### src/rtl/i2c_tgt_pkg.sv
package i2c_tgt_pkg;
    localparam int BYTE_W = 8;
    localparam int ADDR_W = 10;
    localparam int CNT_W  = $clog2(BYTE_W + 1);

    typedef enum logic [3:0] {
        ST_IDLE,
        ST_ADDR,
        ST_ADDR_LO,
        ST_RX,
        ST_ACK,
        ST_TX_HOLD,
        ST_TX,
        ST_TX_ACK,
        ST_SKIP
    } tgt_state_e;
endpackage

### src/rtl/i2c_tgt_linesync.sv
module i2c_tgt_linesync #(
    parameter int SYNC_STAGES = 2
) (
    input  logic clk,
    input  logic rst_n,
    input  logic scl_in,
    input  logic sda_in,
    output logic sda_s,
    output logic scl_rise,
    output logic scl_fall,
    output logic start_ev,
    output logic stop_ev
);
    logic [1:0] raw;
    logic [1:0] synced;
    logic [1:0] prev;

    assign raw = {sda_in, scl_in};

    for (genvar g = 0; g < 2; g++) begin : g_line
        logic [SYNC_STAGES-1:0] pipe;
        always_ff @(posedge clk or negedge rst_n) begin
            if (!rst_n) begin
                pipe    <= '1;
                prev[g] <= 1'b1;
            end else begin
                pipe    <= {pipe[SYNC_STAGES-2:0], raw[g]};
                prev[g] <= pipe[SYNC_STAGES-1];
            end
        end
        assign synced[g] = pipe[SYNC_STAGES-1];
    end

    assign sda_s    = synced[1];
    assign scl_rise = synced[0] & ~prev[0];
    assign scl_fall = ~synced[0] & prev[0];
    assign start_ev = synced[0] & prev[0] & prev[1] & ~synced[1];
    assign stop_ev  = synced[0] & prev[0] & ~prev[1] & synced[1];
endmodule

### src/rtl/i2c_tgt_addrcmp.sv
module i2c_tgt_addrcmp
    import i2c_tgt_pkg::*;
(
    input  logic [BYTE_W-1:0] cand,
    input  logic [ADDR_W-1:0] own_addr,
    input  logic              addr10_mode,
    input  logic              gcall_en,
    input  logic              ten_armed,
    output logic              hit_rx,
    output logic              hit_tx,
    output logic              hit_hdr,
    output logic              hit_lo
);
    localparam logic [4:0] HDR_TAG = 5'b11110;

    logic gc, a7, hdr;

    always_comb begin
        gc      = gcall_en && (cand == '0);
        a7      = !addr10_mode && (cand[BYTE_W-1:1] == own_addr[6:0]);
        hdr     = addr10_mode && (cand[7:3] == HDR_TAG) && (cand[2:1] == own_addr[9:8]);
        hit_rx  = gc || (a7 && !cand[0]);
        hit_tx  = (a7 && cand[0]) || (hdr && cand[0] && ten_armed);
        hit_hdr = hdr && !cand[0];
        hit_lo  = (cand == own_addr[BYTE_W-1:0]);
    end
endmodule

### src/rtl/i2c_tgt_bytefsm.sv
module i2c_tgt_bytefsm
    import i2c_tgt_pkg::*;
(
    input  logic              clk,
    input  logic              rst_n,
    input  logic              sda_s,
    input  logic              scl_rise,
    input  logic              scl_fall,
    input  logic              start_ev,
    input  logic              stop_ev,
    input  logic              buf_full,
    input  logic              tx_load,
    input  logic [BYTE_W-1:0] tx_byte,
    input  logic              hit_rx,
    input  logic              hit_tx,
    input  logic              hit_hdr,
    input  logic              hit_lo,
    output logic [BYTE_W-1:0] shift_byte,
    output logic              ten_armed,
    output logic              scl_low,
    output logic              sda_low,
    output logic              ev_addr,
    output logic              ev_rw,
    output logic              ev_store,
    output logic              ev_ovf,
    output logic              ev_txdone
);
    localparam logic [CNT_W-1:0] CNT_FULL = CNT_W'(BYTE_W);
    localparam logic [CNT_W-1:0] CNT_LAST = CNT_W'(BYTE_W - 1);

    tgt_state_e        state, nxt, dest;
    logic [CNT_W-1:0]  cnt;
    logic [BYTE_W-1:0] sr;
    logic [1:0]        ph;
    logic              ack_en, mack;
    logic              full_byte;

    assign shift_byte = sr;
    assign full_byte  = (cnt == CNT_FULL);

    // state register
    always_ff @(posedge clk or negedge rst_n) begin
        if (!rst_n) state <= ST_IDLE;
        else        state <= nxt;
    end

    // transitions and event strobes
    always_comb begin
        nxt       = state;
        ev_addr   = 1'b0;
        ev_rw     = 1'b0;
        ev_store  = 1'b0;
        ev_ovf    = 1'b0;
        ev_txdone = 1'b0;
        if (start_ev) begin
            nxt = ST_ADDR;
        end else if (stop_ev) begin
            nxt = ST_IDLE;
        end else begin
            unique case (state)
                ST_IDLE: nxt = ST_IDLE;
                ST_ADDR: if (full_byte) begin
                    nxt     = (hit_rx || hit_tx || hit_hdr) ? ST_ACK : ST_SKIP;
                    ev_addr = hit_rx || hit_tx;
                    ev_rw   = hit_tx;
                end
                ST_ADDR_LO: if (full_byte) begin
                    nxt     = hit_lo ? ST_ACK : ST_SKIP;
                    ev_addr = hit_lo;
                end
                ST_RX: if (full_byte) begin
                    nxt      = ST_ACK;
                    ev_store = !buf_full;
                    ev_ovf   = buf_full;
                end
                ST_ACK:     if (ph == 2'd2 && scl_fall) nxt = dest;
                ST_TX_HOLD: if (tx_load) nxt = ST_TX;
                ST_TX:      if (scl_fall && cnt == CNT_LAST) nxt = ST_TX_ACK;
                ST_TX_ACK: if (ph == 2'd1 && scl_fall) begin
                    nxt       = mack ? ST_TX_HOLD : ST_SKIP;
                    ev_txdone = 1'b1;
                end
                ST_SKIP: nxt = ST_SKIP;
                default: nxt = ST_IDLE;
            endcase
        end
    end

    // byte datapath
    always_ff @(posedge clk or negedge rst_n) begin
        if (!rst_n) begin
            cnt       <= '0;
            sr        <= '0;
            ph        <= '0;
            ack_en    <= 1'b0;
            mack      <= 1'b0;
            dest      <= ST_IDLE;
            ten_armed <= 1'b0;
        end else if (start_ev) begin
            cnt <= '0;
            ph  <= '0;
        end else if (stop_ev) begin
            cnt       <= '0;
            ph        <= '0;
            ten_armed <= 1'b0;
        end else begin
            unique case (state)
                ST_ADDR, ST_ADDR_LO, ST_RX: begin
                    if (scl_rise && !full_byte) begin
                        sr  <= {sr[BYTE_W-2:0], sda_s};
                        cnt <= cnt + 1'b1;
                    end
                    if (full_byte) begin
                        cnt <= '0;
                        ph  <= '0;
                        if (state == ST_ADDR) begin
                            ack_en <= 1'b1;
                            dest   <= hit_tx ? ST_TX_HOLD : (hit_hdr ? ST_ADDR_LO : ST_RX);
                        end else if (state == ST_ADDR_LO) begin
                            ack_en <= 1'b1;
                            dest   <= ST_RX;
                            if (hit_lo) ten_armed <= 1'b1;
                        end else begin
                            ack_en <= !buf_full;
                            dest   <= ST_RX;
                        end
                    end
                end
                ST_ACK: begin
                    if (ph == 2'd0 && scl_fall)      ph <= 2'd1;
                    else if (ph == 2'd1 && scl_rise) ph <= 2'd2;
                    else if (ph == 2'd2 && scl_fall) ph <= 2'd0;
                end
                ST_TX_HOLD: if (tx_load) begin
                    sr  <= tx_byte;
                    cnt <= '0;
                    ph  <= '0;
                end
                ST_TX: if (scl_fall) begin
                    sr  <= {sr[BYTE_W-2:0], 1'b1};
                    cnt <= cnt + 1'b1;
                end
                ST_TX_ACK: begin
                    if (ph == 2'd0 && scl_rise) begin
                        mack <= !sda_s;
                        ph   <= 2'd1;
                    end else if (ph == 2'd1 && scl_fall) begin
                        ph <= 2'd0;
                    end
                end
                default: ;
            endcase
        end
    end

    // line outputs
    always_comb begin
        scl_low = (state == ST_TX_HOLD);
        sda_low = 1'b0;
        unique case (state)
            ST_ACK:  sda_low = ack_en && (ph != 2'd0);
            ST_TX:   sda_low = !sr[BYTE_W-1];
            default: sda_low = 1'b0;
        endcase
    end
endmodule

### src/rtl/i2c_target_engine.sv
module i2c_target_engine
    import i2c_tgt_pkg::*;
#(
    parameter int SYNC_STAGES = 2
) (
    input  logic              clk,
    input  logic              rst_n,
    input  logic              scl_in,
    input  logic              sda_in,
    output logic              scl_drive_low,
    output logic              sda_drive_low,
    input  logic [ADDR_W-1:0] own_addr,
    input  logic              addr10_mode,
    input  logic              gcall_en,
    input  logic              buf_wr,
    input  logic [BYTE_W-1:0] buf_wdata,
    input  logic              buf_rd,
    output logic [BYTE_W-1:0] buf_data,
    input  logic              ovf_clr,
    input  logic              stat_wr,
    input  logic [1:0]        stat_sw_wdata,
    output logic [7:0]        stat,
    output logic              event_pulse
);
    logic              sda_s, scl_rise, scl_fall, start_ev, stop_ev;
    logic              hit_rx, hit_tx, hit_hdr, hit_lo, ten_armed;
    logic [BYTE_W-1:0] shift_byte;
    logic              ev_addr, ev_rw, ev_store, ev_ovf, ev_txdone;
    logic              f_full, f_ovf, f_read, f_start, f_stop, f_data;
    logic [1:0]        sw_bits;
    logic [BYTE_W-1:0] dbuf;

    i2c_tgt_linesync #(.SYNC_STAGES(SYNC_STAGES)) u_sync (
        .clk(clk), .rst_n(rst_n), .scl_in(scl_in), .sda_in(sda_in),
        .sda_s(sda_s), .scl_rise(scl_rise), .scl_fall(scl_fall),
        .start_ev(start_ev), .stop_ev(stop_ev)
    );

    i2c_tgt_addrcmp u_cmp (
        .cand(shift_byte), .own_addr(own_addr), .addr10_mode(addr10_mode),
        .gcall_en(gcall_en), .ten_armed(ten_armed),
        .hit_rx(hit_rx), .hit_tx(hit_tx), .hit_hdr(hit_hdr), .hit_lo(hit_lo)
    );

    i2c_tgt_bytefsm u_fsm (
        .clk(clk), .rst_n(rst_n), .sda_s(sda_s), .scl_rise(scl_rise),
        .scl_fall(scl_fall), .start_ev(start_ev), .stop_ev(stop_ev),
        .buf_full(f_full), .tx_load(buf_wr), .tx_byte(buf_wdata),
        .hit_rx(hit_rx), .hit_tx(hit_tx), .hit_hdr(hit_hdr), .hit_lo(hit_lo),
        .shift_byte(shift_byte), .ten_armed(ten_armed),
        .scl_low(scl_drive_low), .sda_low(sda_drive_low),
        .ev_addr(ev_addr), .ev_rw(ev_rw), .ev_store(ev_store),
        .ev_ovf(ev_ovf), .ev_txdone(ev_txdone)
    );

    always_ff @(posedge clk or negedge rst_n) begin
        if (!rst_n) begin
            dbuf        <= '0;
            f_full      <= 1'b0;
            f_ovf       <= 1'b0;
            f_read      <= 1'b0;
            f_start     <= 1'b0;
            f_stop      <= 1'b0;
            f_data      <= 1'b0;
            sw_bits     <= '0;
            event_pulse <= 1'b0;
        end else begin
            event_pulse <= start_ev | stop_ev | ev_addr | ev_store | ev_ovf | ev_txdone;
            if (start_ev) begin
                f_start <= 1'b1;
                f_stop  <= 1'b0;
            end
            if (stop_ev) begin
                f_stop  <= 1'b1;
                f_start <= 1'b0;
                f_read  <= 1'b0;
            end
            if (ev_addr) begin
                f_read <= ev_rw;
                f_data <= 1'b0;
            end
            if (buf_wr) dbuf <= buf_wdata;
            if (buf_rd) f_full <= 1'b0;
            if (ev_store) begin
                dbuf   <= shift_byte;
                f_full <= 1'b1;
                f_data <= 1'b1;
            end
            if (ev_ovf)       f_ovf <= 1'b1;
            else if (ovf_clr) f_ovf <= 1'b0;
            if (stat_wr) sw_bits <= stat_sw_wdata;
        end
    end

    assign buf_data = dbuf;
    assign stat     = {sw_bits, f_data, f_stop, f_start, f_read, f_ovf, f_full};
endmodule

### config.mk
export PLATFORM = sky130hd
export DESIGN_NAME = i2c_target_engine
export DESIGN_NICKNAME = d
export VERILOG_FILES = /design/src/rtl/i2c_tgt_pkg.sv /design/src/rtl/i2c_tgt_linesync.sv /design/src/rtl/i2c_tgt_addrcmp.sv /design/src/rtl/i2c_tgt_bytefsm.sv /design/src/rtl/i2c_target_engine.sv
export SDC_FILE = /design/constraint.sdc
export NUM_CORES = 1
export LEC_CHECK = 0
export ABC_AREA = 0
export CORE_ASPECT_RATIO = 0.7
export CORE_MARGIN = 2
export CORE_UTILIZATION = 25
export DETAILED_ROUTE_END_ITERATION = 16
export PLACE_DENSITY_LB_ADDON = 0.15
export SLEW_MARGIN = 15
export SYNTH_ARGS = -nofsm -noshare
export SYNTH_HDL_FRONTEND = slang
export SYNTH_SLANG_ARGS = --single-unit
### constraint.sdc
create_clock -name clk -period 2.4 [get_ports clk]
set_input_delay 0.36 -clock clk [delete_from_list [all_inputs] [get_ports clk]]
set_output_delay 0.36 -clock clk [all_outputs]
set_load 0.05 [all_outputs]
---- Word level (Yosys, flattened, before mapping) ----
Index checks and enable logic that the tools add are counted.
word-level totals
  register bits ........................... 48
  output and inout port bits .............. 19
  word-level logic and storage cells ...... 203
operators by class
  add/subtract/negate cells ............... 1
  equality and inequality tests ........... 32
  muxes and demuxes ....................... 80
  bitwise gates (word level) .............. 18
  reductions and logical operators ........ 51
operators by type and width
  kind                                                                      number
  4-bit two-way mux                                                         20
  1-bit two-way mux                                                         41
  8-bit two-way mux                                                         4
  4-bit by 3-bit inequality test with 1-bit output (second input constant)  8
  4-bit one-hot mux with 8 select lines                                     1
  8-bit one-hot mux with 3 select lines                                     1
  2-bit nonzero test                                                        11
  4-bit by 3-bit == test with 1-bit output (second input constant)          5
  2-bit two-way mux                                                         9
  1-bit logical AND                                                         17
  4-bit one-hot mux with 3 select lines                                     1
  4-bit AND reduction                                                       3
  6-bit AND reduction                                                       2
  5-bit by 3-bit inequality test with 1-bit output (second input constant)  2
  4-bit by 2-bit == test with 1-bit output (second input constant)          2
  4-bit == test (second input constant)                                     2
  8-bit == test                                                             1
  8-bit logical NOT                                                         1
  2-bit one-hot mux with 4 select lines                                     1
  1-bit AND                                                                 7
  7-bit == test                                                             1
  7-bit AND reduction                                                       1
  1-bit logical NOT                                                         6
  2-bit by 1-bit inequality test with 1-bit output (second input constant)  3
  19 further kinds                                                          32

---- Logic depth before layout (Yosys ltp) ----
Gate-level depths: netlist (run 1).
  word-level depth ........................ 15
  gate-level depth with buffers ........... 8
  depth with buffers taken out ............ 8

---- Hierarchy ----
A second synthesis (run 1) with hierarchy kept.
unflattened totals
  cell total of the unflattened synthesis .. 295
  area total of the unflattened synthesis .. 3026.7 µm²
by module, submodules not included
  module             instances  cells an instance  area an instance (µm²)  seq. area each (µm²)
  i2c_tgt_bytefsm    1          186                1839.3                  600.6
  i2c_target_engine  1          67                 754.5                   425.4
  i2c_tgt_addrcmp    1          32                 242.7                   0.0
  i2c_tgt_linesync   1          10                 190.2                   157.7

---- Worst setup path after synthesis (run 1) ----
No wires, ideal clock.
  kind .................................... register to output
  start point ............................. register u_fsm.state[1]
  end point ............................... output port sda_drive_low
  arrival ................................. 2.089 ns
  required time ........................... 2.040 ns
  setup slack ............................. -0.049 ns
  stages on the path, launching flop included .. 5
  cell sequence ........................... dfrtp_1 buf_4 buf_2 mux2_2 nor3_1
on the way
  longest elaborated chain between the ends .. 2
  elaborated cells between the ends (all ways) .. 3
ends and longest elaborated chain
  what                                       line                     source
  start: declaration                         i2c_tgt_bytefsm.sv:31    tgt_state_e state, nxt, dest;
  start signal: assignment                   i2c_tgt_bytefsm.sv:44    else state <= nxt;
  4-bit by 3-bit == test with 1-bit output   i2c_tgt_bytefsm.sv:160   unique case (state)
  1-bit one-hot mux with 2 select lines (*)  i2c_tgt_bytefsm.sv:160
  end: declaration                           i2c_target_engine.sv:11  output logic sda_drive_low,
Every way passes the cells marked *; elsewhere a longest branch is shown, timed or not.

---- Worst setup path after layout (run 1) ----
Same ends and word-level chain as after synthesis.

==> results.cfg, run 1 <==
[worst_setup_path]
cp_slowest_cell = dfrtp_2
crit_fanout = 15
crit_required_ns = 2.04
cp.buffers_inverters = 2
start_kind = flop
cp_top_family = flip-flops
arrival_ns = 1.77
crit_type = flop to output pin
crit_chain = buf_4 > mux2_2 > nor3_2 > buf_12
setup.worst_path.end_class = output pin
crit_path_max_incr_delay_ns = 0.54

[layout]
drive_gt1_frac = 0.182
postLayoutCellArea_um2 = 3760
n_antenna_cell = 0
fin_util = 0.325
layout.nets = 388
synthToLayoutAreaGrowth_pct = 28.4
fill_cells = 1200
final_cells = 514

[status]
status = completed

[timing]
rsz0062_at_grt = no
period_needed_ns = 2.13
slew_viol_final = 0
setup_violations = 0
worst_slew_pin_slew_ns = 0.709
fin_crit_sh = 0.888
hold_slack_ns = 0.103
setup_tns_ns = 0
clock_skew_ns = 0.00584
finalHoldViolCount = 0
max_freq_ghz = 0.469
slew_headroom = 0.527

[synthesis]
synth-async-reset-ratio = 1.00
ys_ff_latch = 47
avgSynthCellArea_um2 = 9.51
synth-edff-count = 0
synth_cell_types = 59
synth_nets = 340
syn-instance-count = 308
synth-main-ff-cell = dfrtp_1
ys_seq_area_frac = 0.404
syn_area_um2 = 2930
synth_warnings = 0

[clock_tree]
cts_tree = built
hold_buffers = 0
clk_latency_ns = 0.29
cts_made_buffers = 5
cts_max_level = 2
clk_pin_slew_worst_paths_ns = 0.07
root_buffer = clkbuf_16
clk_path_buf_depth = 2
cts.sinks = 47

[routing]
viasPerCell = 4.66
routed_wirelength_um = 7970
drt-pass1-iter-count = 4
drc_errors = 0
routedWlPerCell_um = 15.5
antenna_left = 0
vias = 2396
dr.first_iter.drc_count = 137

[placement]
io_buffers = 48
dp.cells = 506
dp_hpwl_um = 6040
routabilityCongestion = 0.821
placed_area_um2 = 3610

[flow_run]
drv_cap = 0

[floorplan]
dieArea_um2 = 12600
initial_core_util = 0.253
die_w_um = 133
io-pin-count = 49
num_rows = 33
die_height_um = 94.6
design.core.area_um2 = 11600

[global_routing]
grt_pass1_vias = 2393
grt.overflow.total = 0
grt_max_degree = 30
grt_pass1_wl_um = 13000
antenna_found_initial = 0
grt.total_usage = 0.132

[power]
powerDensity_nw_per_um2 = 819
power_leakage_uw = 0.00144
vdd.ir_drop.worst_v = 0.000335

[worst_hold_path]
hp-class = input pin to asynchronous set/reset pin
## worst paths after layout
check / startpoint / to / slack, ns / cells after the start
max in group asynchronous: rst_n / u_fsm.state[1] / 1.65 / 2
worst min register to register: u_sync.g_line[0].pipe[0] / u_sync.g_line[0].pipe[1] / 0.36 / 0
worst max-delay path: u_fsm.state[1] / sda_drive_low / 0.27 / 4
worst max register to register: u_fsm.cnt[0] / u_fsm.shift_byte[0] / 0.32 / 9
min in group clk: u_sync.g_line[0].pipe[0] / u_sync.g_line[0].pipe[1] / 0.36 / 0
worst min-delay path: rst_n / u_fsm.cnt[3] / 0.10 / 1
## cells in the final DEF, fill, tap and decap left out, drive strengths merged, types with 3 or more instances in the layout
cell type / synthesis / final
buf: 25 / 22
mux2i: 16 / 16
nor4: 6 / 6
o21ai: 23 / 23
nor3b: 3 / 3
nand3: 4 / 4
mux2: 3 / 3
a211o: 3 / 3
xor2: 11 / 11
nor2b: 4 / 4
a32o: 4 / 4
and2: 3 / 3
nor2: 41 / 41
clkdlybuf4s50: 0 / 45
a21oi: 22 / 22
clkbuf: 1 / 6
xnor2: 9 / 9
nand4: 5 / 5
nor3: 6 / 6
dfstp: 6 / 6
inv: 14 / 15
a2111oi: 3 / 3
dfrtp: 41 / 41
nand2b: 5 / 5
nand2: 17 / 17
## area by class of cell
| class | instances | area, µm² | area share |
|---|---|---|---|
| Multi-Input combinational cell | 221 | 1530 | 0.407 |
| Sequential cell | 47 | 1180 | 0.315 |
| Timing Repair Buffer | 67 | 651 | 0.173 |
| Tap cell | 157 | 196 | 0.0522 |
| Clock buffer | 6 | 129 | 0.0343 |
| Inverter | 14 | 52.6 | 0.0140 |
| Clock inverter | 2 | 16.3 | 0.00432 |
## registers in the layout, summed over array words and instances (netlist names)
signal	count
f_full	1
u_fsm.ten_armed	1
u_fsm.cnt	4
u_fsm.mack	1
sw_bits	2
u_fsm.ph	2
u_fsm.state	4
buf_data	8
event_pulse	1
f_ovf	1
u_fsm.dest	3
f_read	1
u_fsm.shift_byte	8
u_sync.prev	2
u_fsm.ack_en	1
u_sync.g_line.pipe	4
f_start	1
f_data	1
f_stop	1
## cells in the mapped netlist, drive strengths merged, types with 2 or more instances
library cell | instances | share of area
a2111oi | 3 | 0.020
a211o | 3 | 0.0090
a21oi | 22 | 0.050
a31oi | 2 | 0.0043
a32o | 4 | 0.014
a41oi | 2 | 0.0060
and2 | 3 | 0.0077
buf | 25 | 0.058
dfrtp | 41 | 0.35
dfstp | 6 | 0.054
ha | 2 | 0.0085
inv | 14 | 0.018
mux2 | 3 | 0.012
mux2i | 16 | 0.055
nand2 | 17 | 0.022
nand2b | 5 | 0.011
nand3 | 4 | 0.0068
nand4 | 5 | 0.016
nand4b | 2 | 0.0060
nor2 | 41 | 0.053
nor2b | 4 | 0.0085
nor3 | 6 | 0.010
nor3b | 3 | 0.0077
nor4 | 6 | 0.020
nor4b | 2 | 0.0060
o211ai | 2 | 0.0051
o21ai | 23 | 0.039
o21bai | 2 | 0.0051
o221ai | 2 | 0.0060
o311ai | 2 | 0.0060
xnor2 | 9 | 0.027
xor2 | 11 | 0.033
## through the flow
step | worst slack [ns] | total power, µW
2_1_floorplan | 0.377 | 2030
3_3_place_gp | 0.130 | 2370
3_5_place_dp | 0.161 | 2370
4_1_cts | 0.107 | 3110
5_1_grt | 0.154 | 3300
6_report | 0.268 | 3080
## cells by family after synthesis
group,Yosys count,synth area share
buf+inv,40,0.0773
simple gates,103,0.188
flops,47,0.404
fa+ha+maj,2,0.00854
compound gates,77,0.196
mux,19,0.0662
xor+xnor,20,0.0598
## layer usage
metal	GRT usage	up-vias	part of all wire	wire, µm
li1	-	1193	-	-
met1	0.213	1131	0.57	4550
met2	0.172	67	0.38	3000
met3	0.0354	5	0.047	378
met4	0.0239	0	0.0050	40
met5	0	-	0	0
## what timing repair did
item,CTS,global route
gates resized for setup,0,2
endpoints found under the setup margin,0,2
setup buffers,0,0
## power breakdown
group / internal (µW) / switching [µW]
Combinational: 524 / 641
Sequential: 941 / 262
Clock: 391 / 321
Total: 1860 / 1220
Note: power is estimated with default switching activity, not from simulation.
==> run 2, diff against run 1 <==
--- a/config.mk
+++ b/config.mk
@@ -7,9 +7,9 @@
 export LEC_CHECK = 0
 export ABC_AREA = 0
 export CORE_ASPECT_RATIO = 0.7
-export CORE_MARGIN = 2
 export CORE_UTILIZATION = 25
 export DETAILED_ROUTE_END_ITERATION = 16
+export DONT_BUFFER_PORTS = 1
 export PLACE_DENSITY_LB_ADDON = 0.15
 export SLEW_MARGIN = 15
 export SYNTH_ARGS = -nofsm -noshare
==> results.cfg, run 2 (synthesis results as in run 1) <==
[timing]
fin_crit_sh = 0.918
slew_viol_final = 0
finalHoldViolCount = 0
hold_slack_ns = 0.0546
setup_tns_ns = 0
clock_skew_ns = 0.00284
period_needed_ns = 2.20
slew_headroom = 0.656
rsz0062_at_grt = no
worst_slew_pin_slew_ns = 0.516
max_freq_ghz = 0.454
setup_violations = 0

[worst_hold_path]
hp-class = input pin to flop
hold_depth = 0
min_from = sda_in
worstHoldEndpoint = u_sync.g_line[1].pipe[0]

[placement]
dp_hpwl_um = 5840
placed_area_um2 = 3090
routabilityCongestion = 0.823
io_buffers = 0

[layout]
multi_input_area_um2 = 1530
synthToLayoutAreaGrowth_pct = 11.6
layout.nets = 339
seqCellArea_um2 = 1180
drive_gt1_frac = 0.192
postLayoutCellArea_um2 = 3270
final_cell_mix = dfrtp_1 (41), nor2_1 (40), o21ai_0 (21), nand2_1 (17), mux2i_1 (16)
fill_cells = 1204
layout_commonest_cell = dfrtp_1
n_antenna_cell = 0
fin_util = 0.292

[worst_setup_path]
reg2reg_to = buf_data[6]
cp.buffers_inverters = 0
crit_fanout = 18
start_kind = flop
critPathLaunch = u_sync.g_line[1].pipe[1]
crit_chain = xor2_1 > and2_4 > nor4_4 > nand4_4 > nor2_1 > a21oi_2
cp_top_family = simple AND/OR/NAND/NOR gates
arrival_ns = 2.38
cp_slowest_cell = dfstp_2
setup.worst_path.end_class = flop
crit_type = flop to flop
reg2reg_from = u_sync.g_line[1].pipe[1]
crit_required_ns = 2.57
rrSetupSlack_ns = 0.20
crit_path_max_incr_delay_ns = 0.63
r2r_cells = 6

[floorplan]
die_height_um = 92.6
die_w_um = 131
design.core.area_um2 = 11200
initial_core_util = 0.261
dieArea_um2 = 12200
num_rows = 32
io-pin-count = 49

[power]
vdd.ir_drop.worst_v = 0.000280
p_int_uw = 1780
power_leakage_uw = 0.00125
switchingPower_uw = 1200
powerDensity_nw_per_um2 = 911
sequentialPowerShare = 0.431
p_total_uw = 2980
p_comb_frac = 0.328
switching_share = 0.404
clockPowerShare = 0.241

[global_routing]
grt.overflow.total = 0
antenna_found_initial = 0
grt_pass1_vias = 2241
grt_pass1_wl_um = 12700
grt.total_usage = 0.136
grt_max_degree = 48

[clock_tree]
hold_buffers = 2
postCtsSetupRepairBufs = 0
cts_made_buffers = 5
clk_path_buf_depth = 2
cts_tree = built
cts.sinks = 47
root_buffer = clkbuf_16
clk_latency_ns = 0.29
cts_resized = 0
clk_pin_slew_worst_paths_ns = 0.07
cts_max_level = 2

[routing]
antenna_left = 0
routedWlPerCell_um = 17.0
drc_errors = 0
viasPerCell = 4.86
vias = 2240
drt-pass1-iter-count = 4
routed_wirelength_um = 7840
dr.first_iter.drc_count = 239

[status]
status = completed

[flow_run]
drv_cap = 0
-- run 2: metrics by stage --
| step | setup slack, ns | cells |
|---|---|---|
| 4_1_cts | 0.210 | 461 |
| 6_report | 0.196 | 461 |
| 3_5_place_dp | 0.229 | 451 |
| 3_3_place_gp | 0.190 | 451 |
| 5_1_grt | 0.0433 | 461 |
| 2_1_floorplan | 0.377 | 308 |
-- run 2: cell type report --
type,instances,area share
well taps,153,0.0585
flip-flops and latches,47,0.362
multi-input cells,221,0.466
clock inverters,3,0.00689
inverters,14,0.0161
repair buffers,18,0.0520
clock buffers,5,0.0383
-- run 2: how the worst max path moves through the flow --
stage / endpoint / cells past startpoint
floorplan: sda_drive_low / 4
global placement: buf_data[4] / 6
detailed placement: buf_data[3] / 6
CTS: buf_data[6] / 6
global route: buf_data[6] / 6
finish: buf_data[6] / 6
-- run 2: power groups by stage --
stage | Clock (µW) | Combinational (µW) | Sequential [µW]
floorplan | 0 | 934 | 1090
global placement | 0 | 951 | 1300
detailed placement | 0 | 949 | 1300
CTS | 750 | 976 | 1290
global route | 768 | 1100 | 1320
finish | 719 | 976 | 1280
-- run 2: layer usage --
metal  routed length (µm)  GRT usage
met2                 3030      0.183
met5                    0          0
met4                   28     0.0203
met3                  505     0.0367
met1                 4280      0.212
==> run 3, diff against run 2 <==
--- a/config.mk
+++ b/config.mk
@@ -11,6 +11,7 @@
 export DETAILED_ROUTE_END_ITERATION = 16
 export DONT_BUFFER_PORTS = 1
 export PLACE_DENSITY_LB_ADDON = 0.15
+export SETUP_SLACK_MARGIN = 0.3
 export SLEW_MARGIN = 15
 export SYNTH_ARGS = -nofsm -noshare
 export SYNTH_HDL_FRONTEND = slang
==> constraint.sdc (replaced) <==
create_clock -name clk -period 2.4 [get_ports clk]
set_input_delay 0.36 -clock clk [delete_from_list [all_inputs] [get_ports clk]]
set_output_delay 0.36 -clock clk [all_outputs]
set_load 0.01 [all_outputs]
==> results.cfg, run 3 (synthesis results as in run 1) <==
[power]
powerDensity_nw_per_um2 = 878
power_leakage_uw = 0.00133
vdd.ir_drop.worst_v = 0.000296

[floorplan]
dieArea_um2 = 12200
initial_core_util = 0.261
num_rows = 32
design.core.area_um2 = 11200
die_w_um = 131
io-pin-count = 49
die_height_um = 92.6

[clock_tree]
clk_latency_ns = 0.29
cts.sinks = 47
cts_max_level = 2
clk_path_buf_depth = 2
clk_pin_slew_worst_paths_ns = 0.07
root_buffer = clkbuf_16
cts_made_buffers = 5
cts_tree = built

[worst_hold_path]
hp-class = input pin to flop

[layout]
layout_commonest_cell = nor2_1
final_cells = 472
drive_gt1_frac = 0.235
n_antenna_cell = 0
synthToLayoutAreaGrowth_pct = 17.3
layout.nets = 350
final_cell_mix = nor2_1 (40), dfrtp_1 (39), buf_4 (24), o21ai_0 (21), nand2_1 (17)

[global_routing]
grt_pass1_vias = 2275
antenna_found_initial = 0
grt_pass1_wl_um = 12800
grt.total_usage = 0.137
grt_max_degree = 48
grt.overflow.total = 0

[routing]
viasPerCell = 4.83
drc_errors = 0
drt-pass1-iter-count = 4
antenna_left = 0
dr.first_iter.drc_count = 155
routed_wirelength_um = 7980
routedWlPerCell_um = 16.9
vias = 2279

[timing]
slew_headroom = 0.742
max_freq_ghz = 0.495
setup_tns_ns = 0
rsz0062_at_grt = no
fin_crit_sh = 0.841
finalHoldViolCount = 0
period_needed_ns = 2.02
slew_viol_final = 0
setup_violations = 0
worst_slew_pin_slew_ns = 0.386
clock_skew_ns = 0.00974

[placement]
io_buffers = 0
routabilityCongestion = 0.817
dp.cells = 450
dp_hpwl_um = 5820

[worst_setup_path]
crit_fanout = 8
setup.worst_path.end_class = flop
crit_chain = and2_4 > and2_4 > nor4_4 > buf_4 > and4_1 > or3_1
crit_path_max_incr_delay_ns = 0.62
crit_type = flop to flop
critPathMostFrequentCell = and2_4
arrival_ns = 2.18
start_kind = flop
cp_slowest_cell = dfstp_2
crit_required_ns = 2.56

[flow_run]
drv_cap = 0

[status]
status = completed
==> run 3: cell types whose count changed in the layout (fill, tap and decap cells not counted), moves of 2 or more <==
cell and change:
buf_4 +9, a2111oi_2 -2, a2111oi_4 +2, dfrtp_1 -2
nor4b_1 -2
==> run 3: metal layers <==
layer  track usage  part of all wire  routed length [µm]  vias to the layer above
li1              -                 -                   -                     1109
met1         0.209              0.55                4360                     1111
met2         0.186              0.40                3200                       55
met3        0.0372             0.049                 395                        4
met4        0.0271            0.0031                  25                        0
met5             0                 0                   0                        -
==> run 3: path summary, 6_finish.rpt <==
check | from | to | slack (ns) | cells after the start
hold reg to reg | u_sync.g_line[0].pipe[0] | u_sync.g_line[0].pipe[1] | 0.36 | 0
setup / recovery | u_sync.g_line[0].pipe[1] | event_pulse | 0.38 | 6
setup reg to reg | u_sync.g_line[0].pipe[1] | event_pulse | 0.38 | 6
min in group asynchronous | rst_n | buf_data[0] | 0.56 | 2
max in group asynchronous | rst_n | u_sync.g_line[0].pipe[0] | 1.55 | 2
hold / removal | scl_in | u_sync.g_line[0].pipe[0] | 0.06 | 0
==> run 3: layout make-up <==
| type | instances | area [µm²] |
|---|---|---|
| multi-input combinational | 221 | 1590 |
| inverter | 14 | 52.6 |
| clock inverter | 2 | 13.8 |
| clock buffer | 6 | 129 |
| timing repair buffer | 29 | 269 |
| tap | 153 | 191 |
| sequential | 47 | 1190 |
| fill | 1213 | 7770 |
==> run 3: timing repair <==
| item | in CTS | in global routing |
|---|---|---|
| endpoints found under the hold margin | 47 | 0 |
| pin swaps | 1 | 4 |
| resized for setup | 3 | 11 |
| hold buffers | 2 | 0 |
| endpoints found under the setup margin | 15 | 26 |
| setup buffers | 2 | 10 |
==> run 3: through the flow <==
stage	util	cell area [µm²]	hold slack, ns	worst slack [ns]	total power (µW)
6_report	0.307	3440	0.0572	0.380	3020
5_1_grt	0.307	3440	0.0392	0.301	3240
4_1_cts	0.292	3280	0.0510	0.302	2900
3_5_place_dp	0.273	3060	0.0654	0.122	2160
3_3_place_gp	0.273	3060	0.0658	0.0742	2170
2_1_floorplan	-	2930	0.0644	0.597	1950
==> run 3: power by group <==
group | switching, µW | internal (µW)
combinational | 601 | 544
clock | 312 | 387
sequential | 232 | 944
total | 1140 | 1870
==> run 3: critical path, delay by kind of cell (launching register included) <==
kind	cells	cell delay, ns
buffers and inverters	1	0.18
and+or+nand+nor	5	1.08
DFF	1	0.62
